===== src/rtl/rxsg_pkg.sv =====
package rxsg_pkg;
  localparam int unsigned SYNC_W = 16;
  localparam logic [SYNC_W-1:0] SYNC_PATTERN = 16'h2DD4;
endpackage


===== src/rtl/rxsg_rst_sync.sv =====
module rxsg_rst_sync (
  input  logic clk,
  input  logic rst_n,
  output logic rst_sync_n
);
  logic [1:0] stage_q;

  always_ff @(posedge clk or negedge rst_n) begin
    if (!rst_n) stage_q <= 2'b00;
    else        stage_q <= {stage_q[0], 1'b1};
  end

  assign rst_sync_n = stage_q[1];
endmodule


===== src/rtl/rxsg_sync_detect.sv =====
module rxsg_sync_detect
  import rxsg_pkg::*;
(
  input  logic clk,
  input  logic rst_n,
  input  logic bit_vld,
  input  logic bit_dat,
  input  logic restart,
  output logic found
);
  logic [SYNC_W-1:0] win_q, win_d;
  logic              found_q, found_d;
  logic              hit;
  logic              upd;

  // Window resets to all ones: the pattern MSB is zero, so a match needs 16 real bits.
  always_comb begin
    win_d   = win_q;
    found_d = found_q;
    hit     = 1'b0;
    if (restart) begin
      win_d   = '1;
      found_d = 1'b0;
    end else if (bit_vld) begin
      win_d = {win_q[SYNC_W-2:0], bit_dat};
      hit   = (win_d == SYNC_PATTERN);
      if (hit) found_d = 1'b1;
    end
  end

  assign upd = restart | bit_vld;

  always_ff @(posedge clk or negedge rst_n) begin
    if (!rst_n) begin
      win_q   <= '1;
      found_q <= 1'b0;
    end else if (upd) begin
      win_q   <= win_d;
      found_q <= found_d;
    end
  end

  assign found = found_q;
endmodule


===== src/rtl/rxsg_bit_queue.sv =====
module rxsg_bit_queue #(
  parameter int DEPTH = 16,
  localparam int CNT_W = $clog2(DEPTH + 1)
) (
  input  logic             clk,
  input  logic             rst_n,
  input  logic             wr_en,
  input  logic             wr_bit,
  input  logic             rd_en,
  output logic [CNT_W-1:0] level,
  output logic [DEPTH-1:0] data
);
  logic [DEPTH-1:0] data_q, data_d;
  logic [CNT_W-1:0] level_q, level_d;
  logic             rd_go, full, upd;
  int               wr_idx;

  always_comb begin
    data_d  = data_q;
    level_d = level_q;
    rd_go   = rd_en && (level_q != '0);
    full    = (level_q == CNT_W'(DEPTH));
    wr_idx  = (rd_go ? DEPTH : DEPTH - 1) - int'(level_q);
    if (rd_go) begin
      data_d  = {data_q[DEPTH-2:0], 1'b0};
      level_d = level_q - CNT_W'(1);
    end
    if (wr_en) begin
      if (full && !rd_go) begin
        data_d = {data_q[DEPTH-2:0], wr_bit};
      end else begin
        for (int i = 0; i < DEPTH; i++) begin
          if (i == wr_idx) data_d[i] = wr_bit;
        end
        level_d = level_d + CNT_W'(1);
      end
    end
  end

  assign upd = wr_en | rd_go;

  always_ff @(posedge clk or negedge rst_n) begin
    if (!rst_n) begin
      data_q  <= '0;
      level_q <= '0;
    end else if (upd) begin
      data_q  <= data_d;
      level_q <= level_d;
    end
  end

  assign level = level_q;
  assign data  = data_q;
endmodule


===== src/rtl/rxsg_level_irq.sv =====
module rxsg_level_irq #(
  parameter int CNT_W = 5,
  parameter int THR_W = 4
) (
  input  logic [CNT_W-1:0] level,
  input  logic [THR_W-1:0] code,
  output logic             irq
);
  logic [CNT_W-1:0] need;

  always_comb begin
    need = CNT_W'(code) + CNT_W'(1);
    irq  = (level >= need);
  end
endmodule


===== src/rtl/rx_sync_fifo.sv =====
module rx_sync_fifo #(
  parameter int DEPTH = 16,
  localparam int CNT_W = $clog2(DEPTH + 1),
  localparam int THR_W = $clog2(DEPTH)
) (
  input  logic             clk,
  input  logic             rst_n,
  input  logic             bit_vld,
  input  logic             bit_dat,
  input  logic [THR_W-1:0] thresh_code,
  input  logic             sync_gate_en,
  input  logic             sync_restart,
  input  logic             rd_strb,
  output logic             irq,
  output logic             data_valid,
  output logic [DEPTH-1:0] rd_data
);
  logic             rst_int_n;
  logic             sync_found;
  logic             store_en;
  logic [CNT_W-1:0] fill_lvl;

  rxsg_rst_sync u_rst (
    .clk        (clk),
    .rst_n      (rst_n),
    .rst_sync_n (rst_int_n)
  );

  rxsg_sync_detect u_det (
    .clk     (clk),
    .rst_n   (rst_int_n),
    .bit_vld (bit_vld),
    .bit_dat (bit_dat),
    .restart (sync_restart),
    .found   (sync_found)
  );

  assign store_en = bit_vld && !sync_restart && (!sync_gate_en || sync_found);

  rxsg_bit_queue #(.DEPTH(DEPTH)) u_q (
    .clk    (clk),
    .rst_n  (rst_int_n),
    .wr_en  (store_en),
    .wr_bit (bit_dat),
    .rd_en  (rd_strb),
    .level  (fill_lvl),
    .data   (rd_data)
  );

  rxsg_level_irq #(.CNT_W(CNT_W), .THR_W(THR_W)) u_irq (
    .level (fill_lvl),
    .code  (thresh_code),
    .irq   (irq)
  );

  assign data_valid = sync_found;
endmodule


===== config.mk =====
export PLATFORM = sky130hd
export DESIGN_NAME = rx_sync_fifo
export DESIGN_NICKNAME = d
export VERILOG_FILES = /design/src/rtl/rxsg_pkg.sv /design/src/rtl/rxsg_rst_sync.sv /design/src/rtl/rxsg_sync_detect.sv /design/src/rtl/rxsg_bit_queue.sv /design/src/rtl/rxsg_level_irq.sv /design/src/rtl/rx_sync_fifo.sv
export SDC_FILE = /design/constraint.sdc
export NUM_CORES = 1
export LEC_CHECK = 0
export BUFFER_PORTS_ARGS = -buffer_cell sky130_fd_sc_hd__buf_4
export CORE_MARGIN = 2
export CORE_UTILIZATION = 50
export DETAILED_ROUTE_END_ITERATION = 6
export MAX_ROUTING_LAYER = met4
export PLACE_DENSITY = 0.75
export SLEW_MARGIN = 5
export SYNTH_ARGS = -nofsm -noshare
export SYNTH_HDL_FRONTEND = slang
export SYNTH_HIERARCHICAL = 1
export SYNTH_SLANG_ARGS = --single-unit

===== constraint.sdc =====
create_clock -name clk -period 1.5 [get_ports clk]
set_input_delay 0.15 -clock clk [delete_from_list [all_inputs] [get_ports clk]]
set_output_delay 0.15 -clock clk [all_outputs]
set_load 0.05 [all_outputs]

# Yosys cells after proc, flatten, opt, wreduce, memory -nomap -nowiden
# Cells that the tools add are included.
# classes
n_lt_le_gt_ge,1
mul,0
n_bitwise,2
shift,0
addsub,4
muxes,28
n_reduce_logical,14
eq_ne,17
div_mod_pow,0
# ops
op,n
"5-bit by 32-bit == test with 1-bit output, first input constant",8
"4-bit by 32-bit == test with 1-bit output, first input constant",4
"3-bit by 32-bit == test with 1-bit output, first input constant",2
16-bit two-way mux,3
"2-bit by 32-bit == test with 1-bit output, first input constant",1
32-bit zero test,1
32-bit by 6-bit subtractor with 32-bit output,1
15-bit two-way mux,2
5-bit two-way mux,4
1-bit two-way mux,19
"16-bit by 14-bit == test with 1-bit output, second input constant",1
"4-bit by 1-bit adder with 5-bit output, second input constant",1
"5-bit by 1-bit adder with 5-bit output, second input constant",1
"5-bit == test, second input constant",1
5-bit >= comparator,1
5-bit nonzero test,1
"5-bit by 1-bit subtractor with 5-bit output, second input constant",1
1-bit logical AND,4
2-bit nonzero test,2
1-bit zero test,3
3-bit AND reduction,1
1-bit OR,2
2-bit AND reduction,1
1-bit logical OR,1
# word_totals
ff_bits,39
latch_bits,0
word_cells,71
ram_bits,0
romBits,0
mem_count,0
inputBits,11
out_inout_bits,18

# Logic depth before layout (Yosys ltp)
# logic_depth
ltp_word,8
ltp_mapped,15
mapped_depth_nobuf,12

# By module
# Netlist, hierarchy kept.
# modules_own_cells
module,cells_per_inst,area_per_inst_um2,seq_area_each_um2,instances
rxsg_bit_queue,243,1941.9,525.5,1
rxsg_sync_detect,58,720.7,419.2,1
rxsg_level_irq,19,147.6,0.0,1
rxsg_rst_sync,3,53.8,50.0,1
rx_sync_fifo,2,26.3,0.0,1

# Worst setup path after synthesis
# Ideal clock, no wire load.
# synth_timing
path_type,reg2reg
startpoint,"register u_q.level_q[1], in the netlist u_q/level[1]"
endpoint,"register u_q.data_q[14], in the netlist u_q/data[14]"
t_required_ns,1.406
path_slack_ns,-2.079
n_path_buf,2
path_stages_with_launch,15
synth_period_minus_slack_ns,3.579
t_arrival_ns,3.485
cell_sequence,dfrtp_1 -> inv_1 -> ha_1 -> nor4b_2 -> nor2_1 -> inv_2 -> clkbuf_1 -> ha_1 -> a21oi_2 -> nand4_1 -> and3_1 -> or2_0 -> buf_2 -> or3_1 -> a221oi_2
# synth_between
elab_chain_cells,8
word_cells_on_any_way,13
classes_between,1 x add/sub; 2 x eq/ne; 5 x mux; 1 x bitwise; 4 x reduce/logical
# synth_rtl
element,line_no,source
from (decl),rxsg_bit_queue.sv:14,"logic [CNT_W-1:0] level_q, level_d;"
from (signal assigned),rxsg_bit_queue.sv:48,level_q <= level_d;
5-bit nonzero test,rxsg_bit_queue.sv:21,rd_go = rd_en && (level_q != '0);
1-bit logical AND,rxsg_bit_queue.sv:21,
5-bit two-way mux,rxsg_bit_queue.sv:23,wr_idx = (rd_go ? DEPTH : DEPTH - 1) - int'(level_q);
32-bit by 6-bit subtractor with 32-bit output,rxsg_bit_queue.sv:23,
5-bit by 32-bit == test with 1-bit output,rxsg_bit_queue.sv:33,if (i == wr_idx) data_d[i] = wr_bit;
1-bit two-way mux,rxsg_bit_queue.sv:33,
16-bit two-way mux,rxsg_bit_queue.sv:29,if (full && !rd_go) begin
16-bit two-way mux,rxsg_bit_queue.sv:28,if (wr_en) begin
to (signal assigned),rxsg_bit_queue.sv:47,data_q <= data_d;
to (decl),rxsg_bit_queue.sv:13,"logic [DEPTH-1:0] data_q, data_d;"
# Parallel ways exist; a longest one is shown, timed or not.
# A chain may end at the register's enable or synchronous reset.

# Worst setup path in the final report
# layout_timing
startpoint,"register u_q.level_q[0], in the netlist u_q/level[0]"
endpoint,"register u_q.data_q[4], in the netlist u_q/data[4]"
# layout_between
elab_chain_cells,8
word_cells_on_any_way,13
classes_between,1 x add/sub; 2 x eq/ne; 5 x mux; 1 x bitwise; 4 x reduce/logical
# layout_rtl
element,line_no
5-bit nonzero test,rxsg_bit_queue.sv:21
1-bit logical AND,rxsg_bit_queue.sv:21
5-bit two-way mux,rxsg_bit_queue.sv:23
32-bit by 6-bit subtractor with 32-bit output,rxsg_bit_queue.sv:23
4-bit by 32-bit == test with 1-bit output,rxsg_bit_queue.sv:33
1-bit two-way mux,rxsg_bit_queue.sv:33
16-bit two-way mux,rxsg_bit_queue.sv:29
16-bit two-way mux,rxsg_bit_queue.sv:28
# Parallel ways exist; a longest one is shown, timed or not.

==> qor.csv <==
stage,metric,value,unit
synthesis,syn-num-nets,349,
final_layout,finalNonFillerCells,507,
critical_path,arrival,3.17,ns
timing,fin_hold_ws,0.169,ns
final_layout,syn2layout_area_growth,56.6,%
timing,setup_ws,-1.48,ns
timing,fmax,336,MHz
global_routing,grt_pass1_vias,3240,
pwr,p_leak,1.95,nW
clock_network,root_buffer,clkbuf_8,
critical_path,cp-end-kind,flop,
clock_network,cts.sinks,39,
critical_path,reg2reg_depth,15,
placed_design,place_ws,-1.47,ns
final_layout,drive_gt1_frac,0.524,
route,detail-route-antenna-nets,0,
timing,relSlewSlack,0.616,
die,start_util,0.522,
placed_design,numPortBuffers,28,
placed_design,place_hpwl,5.96,mm
die,fp.dieW,80.0,um
critical_path,reg2reg_from,u_q/level[0]$_DFFE_PN0P_,
pwr,p_total,11.0,mW
placed_design,routabilityCongestion,0.919,
clock_network,cts_tree,done,
final_layout,antennaDiodeCount,0,
clock_network,clkSlewWorstSetupHoldPaths,0.08,ns
global_routing,grt_max_degree,38,
synthesis,ys_warn_count,6,
critical_path,r2r-end,u_q/data[4]$_DFFE_PN0P_,
critical_path,cp_cell_sequence,inv_2 > ha_4 > nor4b_4 > nor2_2 > inv_2 > buf_4 > buf_6 > ha_4 > o211ai_4 > buf_4 > nand4_1 > buf_4 > a211oi_4 > nand4_1 > nor3b_2,
critical_path,cp.required,1.69,ns
route,firstDrtPassIters,7,
die,die_h,80.0,um
die,row_count,27,
outcome,violations,negative setup slack,
critical_path,r2r_setup_slack,-1.48,ns
final_layout,fin_util,0.817,
final_layout,finalNetCount,458,
timing,hold_viol_final,0,
final_layout,layout.filler_cells,316,
route,drtIter0Drc,387,
final_layout,final_area,4530,sq um
die,core,5540,sq um
critical_path,cp-start-kind,flop,
synthesis,synth_edf_count,0,
run,cap_violations,0,
global_routing,grt.overflow.total,0,
timing,period_share,1.99,
final_layout,seq_area,997,sq um
route,route.detailed.drc,0,
critical_path,criticalPathCategory,flop to flop,
critical_path,cp_common_cell,buf_4,
critical_path,slowest_delay,0.42,ns
route,vias,3311,
final_layout,multi_input_area,2310,sq um
global_routing,grt_pass1_wl,15.3,mm
timing,period_needed,2.98,ns
global_routing,grt_antenna_before_repair,0,
timing,skew,0.00348,ns
timing,setup-tns-final,-26.26,ns
pwr,power.density,2430,nW/um^2
timing,final-max-slew-violation-count,0,
clock_network,clkLatencyLatePin,0.30,ns
critical_path,critPathMaxFanout,6,
timing,worst_pin_slew,0.571,ns
outcome,status,finished with violations,
synthesis,async_reset_ff_frac,1.00,
placed_design,place_inst,473,
die,ios,29,
critical_path,slowest_stage,dfrtp_2,
route,routed_wl,11.0,mm
synthesis,syn_inst,325,
synthesis,synthesis.area,2890,sq um
route,routed_via_density,6.53,
clock_network,htree_levels,2,
clock_network,cts_made_buffers,5,
timing,rsz0062_at_grt,yes,
route,wire_per_inst,21.7,um
synthesis,ys_ff_latch,39,
min_path,hp-class,input port to async pin,
global_routing,grt_usage,0.315,
placed_design,placed_cell_area,3710,sq um
synthesis,yosysUniqueCellTypes,69,
die,die_area,6400,sq um
synthesis,synth_top_flop_cell,dfrtp_1,
timing,finalSetupViolations,22,
clock_network,cts_max_path_buffers,2,
pwr,vdd_drop_max,1.81,mV
synthesis,synth_area_per_cell,8.89,sq um
synthesis,synth-seq-area-share,0.344,
## registers in the layout, summed over array words and instances, names as in the netlist
register	flops
u_rst/stage_q	2
u_q/data	16
u_q/level	5
u_det/found	1
u_det/win_q	15
## worst max-delay path: cells and delay by family (launching register included)
kind	cells	cell delay, ns
buffers and inverters	6	0.82
and+or+nand+nor	5	0.83
DFF	1	0.42
adders and majority gates	2	0.33
AOI/OAI and AO/OA	2	0.48
## worst max-delay path by stage
stage	slack (ns)	to	cells past startpoint	from
after detailed placement	-1.47	u_q/data[14]$_DFFE_PN0P_	12	u_q/level[1]$_DFFE_PN0P_
after global placement	-1.38	u_q/data[14]$_DFFE_PN0P_	12	u_q/level[0]$_DFFE_PN0P_
after floorplan	-1.65	u_q/data[14]$_DFFE_PN0P_	15	u_q/level[0]$_DFFE_PN0P_
after global routing	-1.57	u_q/data[4]$_DFFE_PN0P_	15	u_q/level[0]$_DFFE_PN0P_
final	-1.48	u_q/data[4]$_DFFE_PN0P_	15	u_q/level[0]$_DFFE_PN0P_
after CTS	-1.31	u_q/data[14]$_DFFE_PN0P_	12	u_q/level[0]$_DFFE_PN0P_
## placed cells by master (no fill, tap or decap), types with 5 or more instances in the layout
cell type,n
inv_1,12
nand2b_1,9
o22ai_1,10
clkbuf_8,5
a21oi_1,11
ha_4,5
nor3_2,7
nor2_1,19
buf_4,95
nand2_1,41
dfstp_2,15
xnor2_1,6
nand3_1,8
mux2i_1,18
buf_6,17
a21oi_2,6
dfrtp_1,22
ha_1,6
## what timing repair did
item	in CTS	in global routing
gates cloned	2	0
hold endpoints to repair	2	0
hold buffers	1	0
gates resized for setup	51	44
pin swaps	29	25
setup buffers	12	15
endpoints found under the setup margin	22	22
## routing by layer
layer / share of wire / vias up / GRT usage
met5: 0 / - / -
met1: 0.37 / 1608 / 0.358
met4: 0.047 / 0 / 0.122
met3: 0.072 / 71 / 0.0588
li1: - / 1414 / -
met2: 0.51 / 218 / 0.549
## cells in the mapped netlist (all sizes together), types with 3 or more instances
cell type / instances / share of area
o22ai: 12 / 0.028
xnor2: 8 / 0.024
nor4: 8 / 0.019
clkbuf: 10 / 0.013
nand3: 9 / 0.017
dfrtp: 24 / 0.21
and2: 3 / 0.0065
or2: 4 / 0.0087
a31oi: 9 / 0.019
inv: 16 / 0.021
nand2b: 10 / 0.022
o21ai: 6 / 0.010
dfstp: 15 / 0.14
o211ai: 3 / 0.0095
a21o: 3 / 0.0078
a21oi: 20 / 0.037
nor2: 20 / 0.026
nand4: 4 / 0.0087
xor2: 4 / 0.012
nand2: 48 / 0.065
a211oi: 4 / 0.014
mux2i: 18 / 0.062
buf: 5 / 0.016
a22o: 3 / 0.0091
nor3: 12 / 0.021
ha: 12 / 0.052
## power by group
| group | switching (mW) | internal, mW |
|---|---|---|
| combinational | 4.88 | 3.66 |
| clock | 0.415 | 0.327 |
| sequential | 0.374 | 1.33 |
| total | 5.67 | 5.31 |
## kinds of logic after synthesis
family                   synth area share
buffers and inverters              0.0502
flip-flops                          0.344
AO/OA/AOI/OAI                       0.210
multiplexers                       0.0662
adder cells (fa/ha/maj)            0.0589
XOR/XNOR                           0.0364
AND/OR/NAND/NOR                     0.232
other                             0.00130
## cell type report
type	instances	area share
multi-input combinational	256	0.511
tap	72	0.0199
clock inverter	3	0.00387
clock buffer	5	0.0152
timing repair buffer	116	0.217
inverter	16	0.0133
sequential	39	0.220
Note: power is estimated with default switching activity, not from simulation.
